<file path="config.mk">
export PLATFORM = sky130hd
export DESIGN_NAME = offload_sched_buf
export DESIGN_NICKNAME = d
export VERILOG_FILES = /design/src/rtl/osb_pkg.sv /design/src/rtl/osb_store.sv /design/src/rtl/osb_pick.sv /design/src/rtl/osb_msg.sv /design/src/rtl/offload_sched_buf.sv
export SDC_FILE = /design/constraint.sdc
export NUM_CORES = 1
export LEC_CHECK = 0
export BUFFER_PORTS_ARGS = -buffer_cell sky130_fd_sc_hd__buf_2
export CORE_ASPECT_RATIO = 1.75
export CORE_MARGIN = 4
export CORE_UTILIZATION = 56
export DETAILED_ROUTE_END_ITERATION = 10
export PLACE_DENSITY = 0.91
export SLEW_MARGIN = 20
export SYNTH_ARGS = -nofsm -noshare
export SYNTH_HDL_FRONTEND = slang
export SYNTH_SLANG_ARGS = --single-unit
</file>
<file path="constraint.sdc">
create_clock -name clk -period 7.7 [get_ports clk]
set_clock_uncertainty 0.15 [all_clocks]
set_input_delay 1.925 -clock clk [delete_from_list [all_inputs] [get_ports clk]]
set_output_delay 1.925 -clock clk [all_outputs]
set_load 0.005 [all_outputs]
</file>
<file path="src/rtl/osb_pkg.sv">
package osb_pkg;

    typedef enum logic [1:0] {
        ST_IDLE  = 2'd0,
        ST_OFFER = 2'd1,
        ST_RUN   = 2'd2
    } osb_state_e;

    localparam logic MSG_KIND_DONE   = 1'b0;
    localparam logic MSG_KIND_BOUNCE = 1'b1;

endpackage

</file>
<file path="src/rtl/osb_store.sv">
module osb_store #(
    parameter int SLOTS  = 4,
    parameter int BID_W  = 8,
    parameter int ADDR_W = 32,
    parameter int CORE_W = 6
) (
    input  logic                      clk,
    input  logic                      rst_n,
    input  logic                      ins_en_i,
    input  logic [BID_W-1:0]          ins_bid_i,
    input  logic [ADDR_W-1:0]         ins_pc_i,
    input  logic [ADDR_W-1:0]         ins_sp_i,
    input  logic [CORE_W-1:0]         ins_core_i,
    input  logic                      clr_en_i,
    input  logic [$clog2(SLOTS)-1:0]  clr_idx_i,
    output logic [SLOTS-1:0]          vld_o,
    output logic [SLOTS*BID_W-1:0]    bid_o,
    output logic [SLOTS*ADDR_W-1:0]   pc_o,
    output logic [SLOTS*ADDR_W-1:0]   sp_o,
    output logic [SLOTS*CORE_W-1:0]   core_o,
    output logic                      full_o
);
    localparam int IDX_W = $clog2(SLOTS);

    logic [IDX_W-1:0] free_idx;
    logic             free_found;

    // lowest empty slot receives the next insert
    always_comb begin
        free_idx   = '0;
        free_found = 1'b0;
        for (int i = 0; i < SLOTS; i++) begin
            if (!vld_o[i] && !free_found) begin
                free_idx   = IDX_W'(i);
                free_found = 1'b1;
            end
        end
    end

    for (genvar g = 0; g < SLOTS; g++) begin : g_slot
        logic              vld_q;
        logic [BID_W-1:0]  bid_q;
        logic [ADDR_W-1:0] pc_q;
        logic [ADDR_W-1:0] sp_q;
        logic [CORE_W-1:0] core_q;
        logic              wr_here;
        logic              clr_here;

        assign wr_here  = ins_en_i && (free_idx == IDX_W'(g));
        assign clr_here = clr_en_i && (clr_idx_i == IDX_W'(g));

        always_ff @(posedge clk or negedge rst_n) begin
            if (!rst_n) begin
                vld_q <= 1'b0;
            end else if (clr_here) begin
                vld_q <= 1'b0;
            end else if (wr_here) begin
                vld_q <= 1'b1;
            end
        end

        always_ff @(posedge clk or negedge rst_n) begin
            if (!rst_n) begin
                bid_q  <= '0;
                pc_q   <= '0;
                sp_q   <= '0;
                core_q <= '0;
            end else if (wr_here) begin
                bid_q  <= ins_bid_i;
                pc_q   <= ins_pc_i;
                sp_q   <= ins_sp_i;
                core_q <= ins_core_i;
            end
        end

        assign vld_o[g]                     = vld_q;
        assign bid_o[g*BID_W +: BID_W]      = bid_q;
        assign pc_o[g*ADDR_W +: ADDR_W]     = pc_q;
        assign sp_o[g*ADDR_W +: ADDR_W]     = sp_q;
        assign core_o[g*CORE_W +: CORE_W]   = core_q;
    end

    assign full_o = &vld_o;

    // an insert without a removal grows occupancy by exactly one
    p_insert_grows_r2: assert property (@(posedge clk) disable iff (!rst_n)
        (ins_en_i && !clr_en_i) |=> ($countones(vld_o) == $past($countones(vld_o)) + 1));

    // only an occupied slot is ever freed
    p_clear_live_r7: assert property (@(posedge clk) disable iff (!rst_n)
        clr_en_i |-> vld_o[clr_idx_i]);

endmodule

</file>
<file path="src/rtl/osb_pick.sv">
module osb_pick #(
    parameter int SLOTS  = 4,
    parameter int PRIO_W = 16
) (
    input  logic [SLOTS-1:0]          vld_i,
    input  logic [SLOTS*PRIO_W-1:0]   prio_i,
    output logic                      any_o,
    output logic [$clog2(SLOTS)-1:0]  idx_o
);
    localparam int IDX_W = $clog2(SLOTS);

    logic [PRIO_W-1:0] best;

    // strict greater-than keeps the lower slot on a tie
    always_comb begin
        any_o = 1'b0;
        idx_o = '0;
        best  = '0;
        for (int i = 0; i < SLOTS; i++) begin
            if (vld_i[i] && (!any_o || prio_i[i*PRIO_W +: PRIO_W] > best)) begin
                any_o = 1'b1;
                idx_o = IDX_W'(i);
                best  = prio_i[i*PRIO_W +: PRIO_W];
            end
        end
    end

endmodule

</file>
<file path="src/rtl/osb_msg.sv">
module osb_msg #(
    parameter int BID_W  = 8,
    parameter int ADDR_W = 32,
    parameter int CORE_W = 6
) (
    input  logic              clk,
    input  logic              rst_n,
    input  logic              send_done_i,
    input  logic              send_bounce_i,
    input  logic [CORE_W-1:0] done_core_i,
    input  logic [BID_W-1:0]  done_bid_i,
    input  logic [CORE_W-1:0] bnc_core_i,
    input  logic [BID_W-1:0]  bnc_bid_i,
    input  logic [ADDR_W-1:0] bnc_pc_i,
    input  logic [ADDR_W-1:0] bnc_sp_i,
    output logic              msg_valid_o,
    output logic              msg_bounce_o,
    output logic [CORE_W-1:0] msg_core_o,
    output logic [BID_W-1:0]  msg_bid_o,
    output logic [ADDR_W-1:0] msg_pc_o,
    output logic [ADDR_W-1:0] msg_sp_o
);
    import osb_pkg::*;

    always_ff @(posedge clk or negedge rst_n) begin
        if (!rst_n) begin
            msg_valid_o  <= 1'b0;
            msg_bounce_o <= MSG_KIND_DONE;
            msg_core_o   <= '0;
            msg_bid_o    <= '0;
            msg_pc_o     <= '0;
            msg_sp_o     <= '0;
        end else if (send_bounce_i) begin
            msg_valid_o  <= 1'b1;
            msg_bounce_o <= MSG_KIND_BOUNCE;
            msg_core_o   <= bnc_core_i;
            msg_bid_o    <= bnc_bid_i;
            msg_pc_o     <= bnc_pc_i;
            msg_sp_o     <= bnc_sp_i;
        end else if (send_done_i) begin
            msg_valid_o  <= 1'b1;
            msg_bounce_o <= MSG_KIND_DONE;
            msg_core_o   <= done_core_i;
            msg_bid_o    <= done_bid_i;
            msg_pc_o     <= '0;
            msg_sp_o     <= '0;
        end else begin
            msg_valid_o  <= 1'b0;
        end
    end

endmodule

</file>
<file path="src/rtl/offload_sched_buf.sv">
module offload_sched_buf #(
    parameter int SLOTS  = 4,
    parameter int BID_W  = 8,
    parameter int ADDR_W = 32,
    parameter int CORE_W = 6,
    parameter int PRIO_W = 16
) (
    input  logic                     clk,
    input  logic                     rst_n,
    input  logic                     ins_valid,
    input  logic [BID_W-1:0]         ins_bid,
    input  logic [ADDR_W-1:0]        ins_pc,
    input  logic [ADDR_W-1:0]        ins_sp,
    input  logic [CORE_W-1:0]        ins_core,
    output logic                     ins_ready,
    output logic [SLOTS-1:0]         slot_vld_o,
    output logic [SLOTS*BID_W-1:0]   slot_bid_o,
    input  logic [SLOTS*PRIO_W-1:0]  slot_prio_i,
    input  logic                     core_free_i,
    output logic                     issue_valid_o,
    output logic [BID_W-1:0]         issue_bid_o,
    output logic [ADDR_W-1:0]        issue_pc_o,
    output logic [ADDR_W-1:0]        issue_sp_o,
    output logic [CORE_W-1:0]        issue_core_o,
    input  logic                     issue_take_i,
    input  logic                     issue_reject_i,
    input  logic                     run_done_i,
    output logic                     msg_valid_o,
    output logic                     msg_bounce_o,
    output logic [CORE_W-1:0]        msg_core_o,
    output logic [BID_W-1:0]         msg_bid_o,
    output logic [ADDR_W-1:0]        msg_pc_o,
    output logic [ADDR_W-1:0]        msg_sp_o
);
    import osb_pkg::*;

    localparam int IDX_W = $clog2(SLOTS);

    osb_state_e state_q, state_d;
    logic [IDX_W-1:0]  sel_q;
    logic [CORE_W-1:0] own_core_q;
    logic [BID_W-1:0]  own_bid_q;

    logic                    full;
    logic                    ins_en;
    logic                    clr_en;
    logic                    load_sel;
    logic                    take_now;
    logic                    send_done;
    logic                    send_bounce;
    logic                    pick_any;
    logic [IDX_W-1:0]        pick_idx;
    logic [SLOTS*ADDR_W-1:0] pc_flat;
    logic [SLOTS*ADDR_W-1:0] sp_flat;
    logic [SLOTS*CORE_W-1:0] core_flat;
    logic [BID_W-1:0]        sel_bid;
    logic [ADDR_W-1:0]       sel_pc;
    logic [ADDR_W-1:0]       sel_sp;
    logic [CORE_W-1:0]       sel_core;

    assign ins_ready = !full;
    assign ins_en    = ins_valid && !full;

    osb_store #(
        .SLOTS(SLOTS), .BID_W(BID_W), .ADDR_W(ADDR_W), .CORE_W(CORE_W)
    ) u_store (
        .clk(clk), .rst_n(rst_n),
        .ins_en_i(ins_en), .ins_bid_i(ins_bid), .ins_pc_i(ins_pc),
        .ins_sp_i(ins_sp), .ins_core_i(ins_core),
        .clr_en_i(clr_en), .clr_idx_i(sel_q),
        .vld_o(slot_vld_o), .bid_o(slot_bid_o), .pc_o(pc_flat),
        .sp_o(sp_flat), .core_o(core_flat), .full_o(full)
    );

    osb_pick #(
        .SLOTS(SLOTS), .PRIO_W(PRIO_W)
    ) u_pick (
        .vld_i(slot_vld_o), .prio_i(slot_prio_i),
        .any_o(pick_any), .idx_o(pick_idx)
    );

    assign sel_bid  = slot_bid_o[sel_q*BID_W +: BID_W];
    assign sel_pc   = pc_flat[sel_q*ADDR_W +: ADDR_W];
    assign sel_sp   = sp_flat[sel_q*ADDR_W +: ADDR_W];
    assign sel_core = core_flat[sel_q*CORE_W +: CORE_W];

    // state register and the registers loaded by transitions
    always_ff @(posedge clk or negedge rst_n) begin
        if (!rst_n) begin
            state_q    <= ST_IDLE;
            sel_q      <= '0;
            own_core_q <= '0;
            own_bid_q  <= '0;
        end else begin
            state_q <= state_d;
            if (load_sel) begin
                sel_q <= pick_idx;
            end
            if (take_now) begin
                own_core_q <= sel_core;
                own_bid_q  <= sel_bid;
            end
        end
    end

    // transitions: pick, take, bounce, finish, hold
    always_comb begin
        state_d     = state_q;
        load_sel    = 1'b0;
        clr_en      = 1'b0;
        take_now    = 1'b0;
        send_done   = 1'b0;
        send_bounce = 1'b0;
        unique case (state_q)
            ST_IDLE: begin
                if (core_free_i && pick_any) begin
                    state_d  = ST_OFFER;
                    load_sel = 1'b1;
                end
            end
            ST_OFFER: begin
                if (issue_take_i) begin
                    state_d  = ST_RUN;
                    clr_en   = 1'b1;
                    take_now = 1'b1;
                end else if (issue_reject_i) begin
                    state_d     = ST_IDLE;
                    clr_en      = 1'b1;
                    send_bounce = 1'b1;
                end
            end
            ST_RUN: begin
                if (run_done_i) begin
                    state_d   = ST_IDLE;
                    send_done = 1'b1;
                end
            end
            default: state_d = ST_IDLE;
        endcase
    end

    // outputs of the offer stage
    always_comb begin
        issue_valid_o = (state_q == ST_OFFER);
        issue_bid_o   = sel_bid;
        issue_pc_o    = sel_pc;
        issue_sp_o    = sel_sp;
        issue_core_o  = sel_core;
    end

    osb_msg #(
        .BID_W(BID_W), .ADDR_W(ADDR_W), .CORE_W(CORE_W)
    ) u_msg (
        .clk(clk), .rst_n(rst_n),
        .send_done_i(send_done), .send_bounce_i(send_bounce),
        .done_core_i(own_core_q), .done_bid_i(own_bid_q),
        .bnc_core_i(sel_core), .bnc_bid_i(sel_bid),
        .bnc_pc_i(sel_pc), .bnc_sp_i(sel_sp),
        .msg_valid_o(msg_valid_o), .msg_bounce_o(msg_bounce_o),
        .msg_core_o(msg_core_o), .msg_bid_o(msg_bid_o),
        .msg_pc_o(msg_pc_o), .msg_sp_o(msg_sp_o)
    );

    // without a free core an idle controller offers nothing
    p_hold_when_busy_r6: assert property (@(posedge clk) disable iff (!rst_n)
        (!issue_valid_o && !core_free_i) |=> !issue_valid_o);

    // an unanswered offer keeps its content
    p_offer_stable_r10: assert property (@(posedge clk) disable iff (!rst_n)
        (issue_valid_o && !issue_take_i && !issue_reject_i) |=>
        (issue_valid_o && $stable(issue_core_o) && $stable(issue_pc_o) && $stable(issue_bid_o)));

    // a taken request produces no message
    p_take_silent_r7: assert property (@(posedge clk) disable iff (!rst_n)
        (issue_valid_o && issue_take_i) |=> (!msg_valid_o && !issue_valid_o));

    // a refused request comes back tagged as a bounce
    p_bounce_tag_r9: assert property (@(posedge clk) disable iff (!rst_n)
        (issue_valid_o && !issue_take_i && issue_reject_i) |=>
        (msg_valid_o && msg_bounce_o && msg_core_o == $past(issue_core_o)));

    // completion in the run state returns a done message
    p_done_msg_r8: assert property (@(posedge clk) disable iff (!rst_n)
        (state_q == ST_RUN && run_done_i) |=> (msg_valid_o && !msg_bounce_o));

    // completion outside the run state is silent
    p_stray_done_r11: assert property (@(posedge clk) disable iff (!rst_n)
        (state_q != ST_RUN && !(issue_valid_o && issue_reject_i)) |=> !msg_valid_o);

endmodule

</file>
==> reports/qor.yml, run 1 <==
pwr:
  swShare_pct: 34.1
  internal-power_w: 0.00656
  leakagePower_nw: 10.4
  seq_power_share_pct: 39.4
  p_clk_share_pct: 19.4
  ir_drop_mv: 0.314
  power_frac_comb_pct: 41.2
  switching_power_w: 0.00340
  power_density_nw_per_um2: 440
timing:
  finalWorstSetupSlack_ns: 0.856
  hold_viol_final: 0
  grt_setup_unrepaired: "false"
  fmax_ghz: 0.146
  finalSetupTns_ns: 0
  tightest_slew_ns: 1.02
  period_needed_ns: 6.84
  report.final.slew_viol_count: 0
  max_slew_margin_pct: 31.8
  setup_viol: 0
  period_share_pct: 88.9
worst_setup_path:
  startpoint_type: "primary input"
  cp_top_family: "simple AND/OR/NAND/NOR gates"
  worst_path_max_delay_cell: "nor3_1"
  path_max_fanout: 30
  cp-end-kind: "flip-flop"
  cp.arrival_ns: 7.15
  critPathKind: "primary input to flip-flop"
  worstPathCellList: "buf_2 -> nand2_1 -> ha_1 -> nand4_1 -> nor3_1 -> a31oi_4 -> buf_4 -> a21oi_4 -> a21oi_1 -> ha_1 -> nand4_1 -> or3_1 -> a21oi_1 -> o31ai_2 -> buf_12 -> o21ai_0 -> o22ai_1 -> ha_1 -> nand4_1 -> nor4_1 -> o21ai_0 -> o211ai_1 -> a31o_2 -> o22a_1"
  path_buf_inv: 3
  slowest_delay_ns: 0.43
  crit_required_ns: 8.00
placement:
  place_ws_ns: 0.412
  gp_congestion: 0.894
  dp_hpwl_mm: 34.4
  place_area_sq_um: 21300
  portBuffers: 344
synthesis:
  synth_warnings: 0
  seq_area_frac_synth_pct: 53.9
  synth_edf_count: 0
  ys_ff_latch: 414
  synthArstFlopShare_pct: 100
  synth.avg_cell_area_sq_um: 13.6
  netlist_area_sq_um: 19200
  synth_nets: 1613
  yosys.cell_types.count: 47
  syn-instance-count: 1416
  ys.flop_type: "dfrtp_1"
routing:
  viasPerCell: 5.92
  route.detailed.drc: 0
  antenna_left: 0
  drt_iter0_drc: 663
  drt_wl_total_mm: 50.0
  num_vias: 13182
  wl_per_cell_microns: 22.5
  drt-pass1-iter-count: 5
floorplanning:
  die_h_microns: 253
  die_area_sq_um: 37500
  die_w_microns: 148
  core_area_sq_um: 33900
  ios: 345
  row_count: 89
  initial_core_util_pct: 56.8
clock_network:
  clock_path_buffers: 3
  cts-hold-fix-buffers: 0
  cts_tree: "built"
  cts_buffers: 38
  clk_pin_slew_ns: 0.06
  clock_latency_ns: 0.53
  cts-resized-gates: 0
  post_cts_buffers: 0
  htree_levels: 2
  cts.sinks: 414
  ctsRootBufferMaster: "clkbuf_16"
global_routing:
  grt_overflow_total: 0
  grt_usage_pct: 26.7
  grt_pass1_wl_mm: 79.3
  grt_pass1_vias: 14354
  grt_max_degree: 189
  grt_antenna_before_repair: 14
cells_and_area:
  finalInstanceArea_sq_um: 22600
  area_growth_pct: 17.9
  nets: 1925
  drive_gt1_share_pct: 48.8
  fin_util_pct: 66.9
status:
  status: "complete, no violations"
run:
  drv_cap: 0
min_path:
  hold_path_class: "flip-flop to flip-flop"
worst min-delay path, cell delays in order (launching register included):
cell and delay, ns:
dfrtp_1 0.34, nand2_1 0.05, nand2_1 0.05
cells in the mapped netlist (3+ instances only):
cell type  instances  share of area (%)
nand2b_1           4               0.13
a21oi_4           10               0.85
nor2_1             8               0.16
a21o_1             6               0.23
buf_2             41                1.1
nor2b_1            4               0.13
a21oi_1           40                1.0
ha_1              48                3.1
nand2_1          186                3.6
nand3_1            5               0.13
nor3_1             3              0.078
mux4_2            78                9.1
inv_1             10               0.20
o211ai_1           4               0.16
buf_4              9               0.35
mux2i_1           14               0.73
o21ai_0          100                2.6
o31a_1             3               0.14
clkbuf_1          42               0.82
nand4_1           11               0.36
dfrtp_1          414                 54
o22ai_1           15               0.49
mux2_2           326                 19
a31oi_1            3              0.098
power by group through the flow:
| stage | Clock, W | Combinational (W) | Sequential [W] |
|---|---|---|---|
| 2_1_floorplan | 0 | 0.00276 | 0.00363 |
| 3_3_place_gp | 0 | 0.00397 | 0.00381 |
| 3_5_place_dp | 0 | 0.00411 | 0.00393 |
| 4_1_cts | 0.00198 | 0.00415 | 0.00391 |
| 5_1_grt | 0.00206 | 0.00446 | 0.00403 |
| 6_report | 0.00194 | 0.00410 | 0.00392 |
cell usage in the layout (no fill, tap or decap), drive strengths merged, types with 2 or more instances in the layout:
cell type / Yosys / layout
mux2i: 14 / 14
mux2: 326 / 326
o31a: 3 / 3
o22a: 2 / 2
nand2b: 4 / 4
dfrtp: 414 / 414
and4: 2 / 2
nand3: 5 / 5
nor3b: 2 / 2
buf: 53 / 367
or3: 2 / 2
nand4: 11 / 11
a21o: 6 / 6
inv: 11 / 12
nand2: 186 / 186
o211ai: 4 / 4
nor4: 2 / 2
diode: 0 / 14
nor2b: 4 / 4
a21oi: 50 / 50
clkbuf: 42 / 53
clkinv: 0 / 8
mux4: 78 / 78
a22oi: 2 / 2
o22ai: 15 / 15
ha: 48 / 48
o21ai: 101 / 101
a31oi: 3 / 3
nor3: 5 / 5
bufinv: 0 / 3
clkinvlp: 0 / 3
o31ai: 2 / 2
nor2: 9 / 9
final cells by class:
cell class | count | area [sq um]
inverters | 11 | 41.3
repair buffers | 367 | 1930
clock buffers | 53 | 1110
multi-input cells | 896 | 8410
clock inverters | 15 | 184
diodes | 14 | 35.0
well taps | 455 | 569
fillers | 2401 | 11200
flip-flops and latches | 414 | 10400
kinds of logic after synthesis:
| kind of cell | synth area share, % |
|---|---|
| buffers and inverters | 2.60 |
| DFF | 53.9 |
| adders and majority gates | 3.13 |
| AOI/OAI and AO/OA | 6.25 |
| and+or+nand+nor | 5.13 |
| muxes | 29.0 |
final timing paths:
| path | start | to | slack (ns) | cells past startpoint |
|---|---|---|---|---|
| worst max-delay path | slot_prio_i[15] | sel_q[1]$_DFFE_PN0P_ | 0.86 | 24 |
| worst min-delay path | u_msg.msg_bounce_o$_DFFE_PN0P_ | u_msg.msg_bounce_o$_DFFE_PN0P_ | 0.32 | 2 |
| worst max register to register | u_store.g_slot[0].vld_q$_DFFE_PN0P_ | sel_q[1]$_DFFE_PN0P_ | 1.28 | 23 |
| worst min register to register | u_msg.msg_bounce_o$_DFFE_PN0P_ | u_msg.msg_bounce_o$_DFFE_PN0P_ | 0.32 | 2 |
| min in group asynchronous | rst_n | u_store.g_slot[0].pc_q[23]$_DFFE_PN0P_ | 1.28 | 1 |
| max in group asynchronous | rst_n | u_store.g_slot[3].core_q[0]$_DFFE_PN0P_ | 4.45 | 2 |
routing by layer:
metal	part of all wire (%)	GRT usage (%)	vias up
met5	0.038	0	-
met4	4.6	13.1	2
met3	5.2	4.28	126
met2	54	47.9	461
met1	36	31.2	6794
li1	-	-	5799
metrics by stage:
stage	power (W)	instances	hold slack, ns
after floorplan	0.00640	1416	0.320
after global placement	0.00778	2143	0.312
after detailed placement	0.00805	2143	0.313
after CTS	0.0100	2211	0.329
after global routing	0.0105	2223	0.366
final	0.00996	2225	0.324
flip-flops by register name (all words and copies together), names as in the netlist, 2 cells and up:
name / flops
own_bid_q: 8
u_msg.msg_sp_o: 32
state_q: 2
u_store.g_slot.bid_q: 32
u_msg.msg_core_o: 6
u_store.g_slot.pc_q: 128
u_msg.msg_pc_o: 32
u_store.g_slot.sp_q: 128
sel_q: 2
u_store.g_slot.core_q: 24
u_store.g_slot.vld_q: 4
u_msg.msg_bid_o: 8
own_core_q: 6
(Power assumes the default switching activity.)
==> run 2: changes to the inputs <==
Settings changed: RECOVER_POWER from default to 100.
==> reports/qor.yml, run 2 (synthesis results as in run 1) <==
timing:
  period_needed_ns: 7.04  # +0.198 ns
  hold_viol_final: 0  # unchanged
  report.final.slew_viol_count: 893  # +893
  period_share_pct: 91.5  # +2.6 points
  max_slew_margin_pct: -146  # -180 points
  finalSetupTns_ns: 0  # unchanged
  finalWorstSetupSlack_ns: 0.658  # -0.198 ns
  tightest_slew_ns: 3.68  # +2.66 ns
  fmax_ghz: 0.142  # -2.8%
  grt_setup_unrepaired: "false"
  setup_viol: 0  # unchanged
clock_network:
  cts-hold-fix-buffers: 0  # unchanged
  cts.sinks: 414  # unchanged
  cts-resized-gates: 0  # unchanged
  cts_buffers: 38  # unchanged
  cts_tree: "built"
  post_cts_buffers: 0  # unchanged
  clk_pin_slew_ns: 0.06  # about the same
  ctsRootBufferMaster: "clkbuf_16"
  clock_path_buffers: 3  # unchanged
  htree_levels: 2  # unchanged
  clock_latency_ns: 0.53  # about the same
cells_and_area:
  area_growth_pct: 16.4
  final_cell_mix: "dfrtp_1 (413), mux2_2 (323), buf_2 (207)"
  top_regs: "u_store.g_slot.pc_q (128), u_store.g_slot.sp_q (128)"
  drive_gt1_share_pct: 40.1  # -8.7 points
  layout_commonest_cell: "dfrtp_1"
  nets: 1925  # unchanged
min_path:
  hp-start: "u_msg.msg_bounce_o$_DFFE_PN0P_"
  whs_endpoint: "u_msg.msg_bounce_o$_DFFE_PN0P_"
  hold_path_depth: 2  # unchanged
  hold_path_class: "flip-flop to flip-flop"
worst_setup_path:
  r2r_cells: 23  # unchanged
  path_max_fanout: 30  # unchanged
  cp.arrival_ns: 7.34  # +0.19 ns
  rr_endpoint: "sel_q[1]$_DFFE_PN0P_"
  cp-end-kind: "flip-flop"
  startpoint_type: "primary input"
  crit_required_ns: 8.00  # about the same
  reg2reg_from: "u_store.g_slot[0].vld_q$_DFFE_PN0P_"
  r2r_setup_slack_ns: 1.16  # -0.12 ns
  critPathKind: "primary input to flip-flop"
global_routing:
  grt_max_degree: 189  # unchanged
  grt_overflow_total: 0  # unchanged
  grt_pass1_vias: 14354  # unchanged
  grt_antenna_before_repair: 14  # unchanged
  grt_usage_pct: 26.7  # unchanged
  grt_pass1_wl_mm: 79.3  # unchanged
floorplanning:
  core_area_sq_um: 33900  # unchanged
  row_count: 89  # unchanged
  die_area_sq_um: 37500  # unchanged
  ios: 345  # unchanged
  die_h_microns: 253  # unchanged
  die_w_microns: 148  # unchanged
  initial_core_util_pct: 56.8  # unchanged
run:
  drv_cap: 15  # +15
status:
  violations: "max-capacitance violations, max-slew violations"
  status: "finished with violations"
routing:
  route.detailed.drc: 0  # unchanged
  antenna_left: 0  # unchanged
  drt_iter0_drc: 726  # +9.5%
  num_vias: 13245  # +0.48%
  drt_wl_total_mm: 50.2  # +0.35%
  wl_per_cell_microns: 22.6  # +0.40%
  drt-pass1-iter-count: 5  # unchanged
  viasPerCell: 5.96  # +0.52%
placement:
  dp_hpwl_mm: 34.4  # unchanged
  gp_congestion: 0.894  # unchanged
  place_ws_ns: 0.412  # unchanged
  portBuffers: 344  # unchanged
pwr:
  p_total_w: 0.00990  # -0.58%
  leakagePower_nw: 9.89  # -4.8%
  power_density_nw_per_um2: 443  # +0.67%
  ir_drop_mv: 0.307  # -2.2%
-- run 2: cell types whose count changed in the layout (fill, tap and decap cells not counted), moves of 3 or more --
cell and change:
clkbuf_1 +144, buf_2 -136, buf_4 -12, clkbuf_2 +4
mux2_1 +3, mux2_2 -3
-- run 2: per-stage QoR --
step / hold slack (ns) / utilization [%] / cell area [sq um] / instances
finish: 0.329 / 66.1 / 22400 / 2224
global route: 0.368 / 66.1 / 22400 / 2223
CTS: 0.329 / 66.8 / 22600 / 2211
detailed placement: 0.313 / 63.0 / 21300 / 2143
global placement: 0.312 / 63.0 / 21300 / 2143
floorplan: 0.320 / - / 19200 / 1416
-- run 2: worst max-delay path by stage --
| stage | start | to | slack (ns) |
|---|---|---|---|
| 3_5_place_dp | slot_prio_i[15] | sel_q[1]$_DFFE_PN0P_ | 0.41 |
| 4_1_cts | slot_prio_i[15] | sel_q[1]$_DFFE_PN0P_ | 0.93 |
| 6_report | slot_prio_i[15] | sel_q[1]$_DFFE_PN0P_ | 0.66 |
| 3_3_place_gp | slot_prio_i[15] | sel_q[1]$_DFFE_PN0P_ | 0.57 |
| 5_1_grt | slot_prio_i[15] | sel_q[1]$_DFFE_PN0P_ | 0.24 |
| 2_1_floorplan | slot_prio_i[11] | sel_q[0]$_DFFE_PN0P_ | 1.21 |
-- run 2: area by class of cell --
class                      instances  area (sq um)
clock inverter                    15           184
clock buffer                      53          1110
sequential                       414         10400
inverter                          11          41.3
tap                              455           569
timing repair buffer             367          1700
multi-input combinational        896          8370
antenna                           13          32.5
fill                            2509         11500
-- run 2: worst max-delay path: stages --
cell and delay [ns]:
buf_2 0.10, nand2_1 0.10, ha_1 0.38, nand4_1 0.22, nor3_1 0.34, a31oi_2 0.28, clkbuf_2 0.46, a21oi_4 0.27
a21oi_1 0.06, ha_1 0.32, nand4_1 0.16, or3_1 0.39, a21oi_1 0.26, o31ai_2 0.15, buf_12 0.19, o21ai_0 0.09
o22ai_1 0.10, ha_1 0.32, nand4_1 0.20, nor4_1 0.39, o21ai_0 0.15, o211ai_1 0.13, a31o_2 0.20, o22a_1 0.14
-- run 2: where the power goes --
part | total [W] | internal [W] | switching [W]
sequential | 0.00393 | 0.00322 | 0.000710
clock | 0.00194 | 0.00112 | 0.000820
combinational | 0.00404 | 0.00215 | 0.00189
-- run 2: routing by layer --
layer / part of all wire, % / vias to the layer above / wire length (microns) / track usage, %
li1: - / 5795 / - / -
met1: 37 / 6840 / 18300 / 31.2
met2: 54 / 470 / 26900 / 47.9
met3: 5.1 / 138 / 2550 / 4.28
met4: 4.9 / 2 / 2450 / 13.1
met5: 0.038 / - / 19 / 0
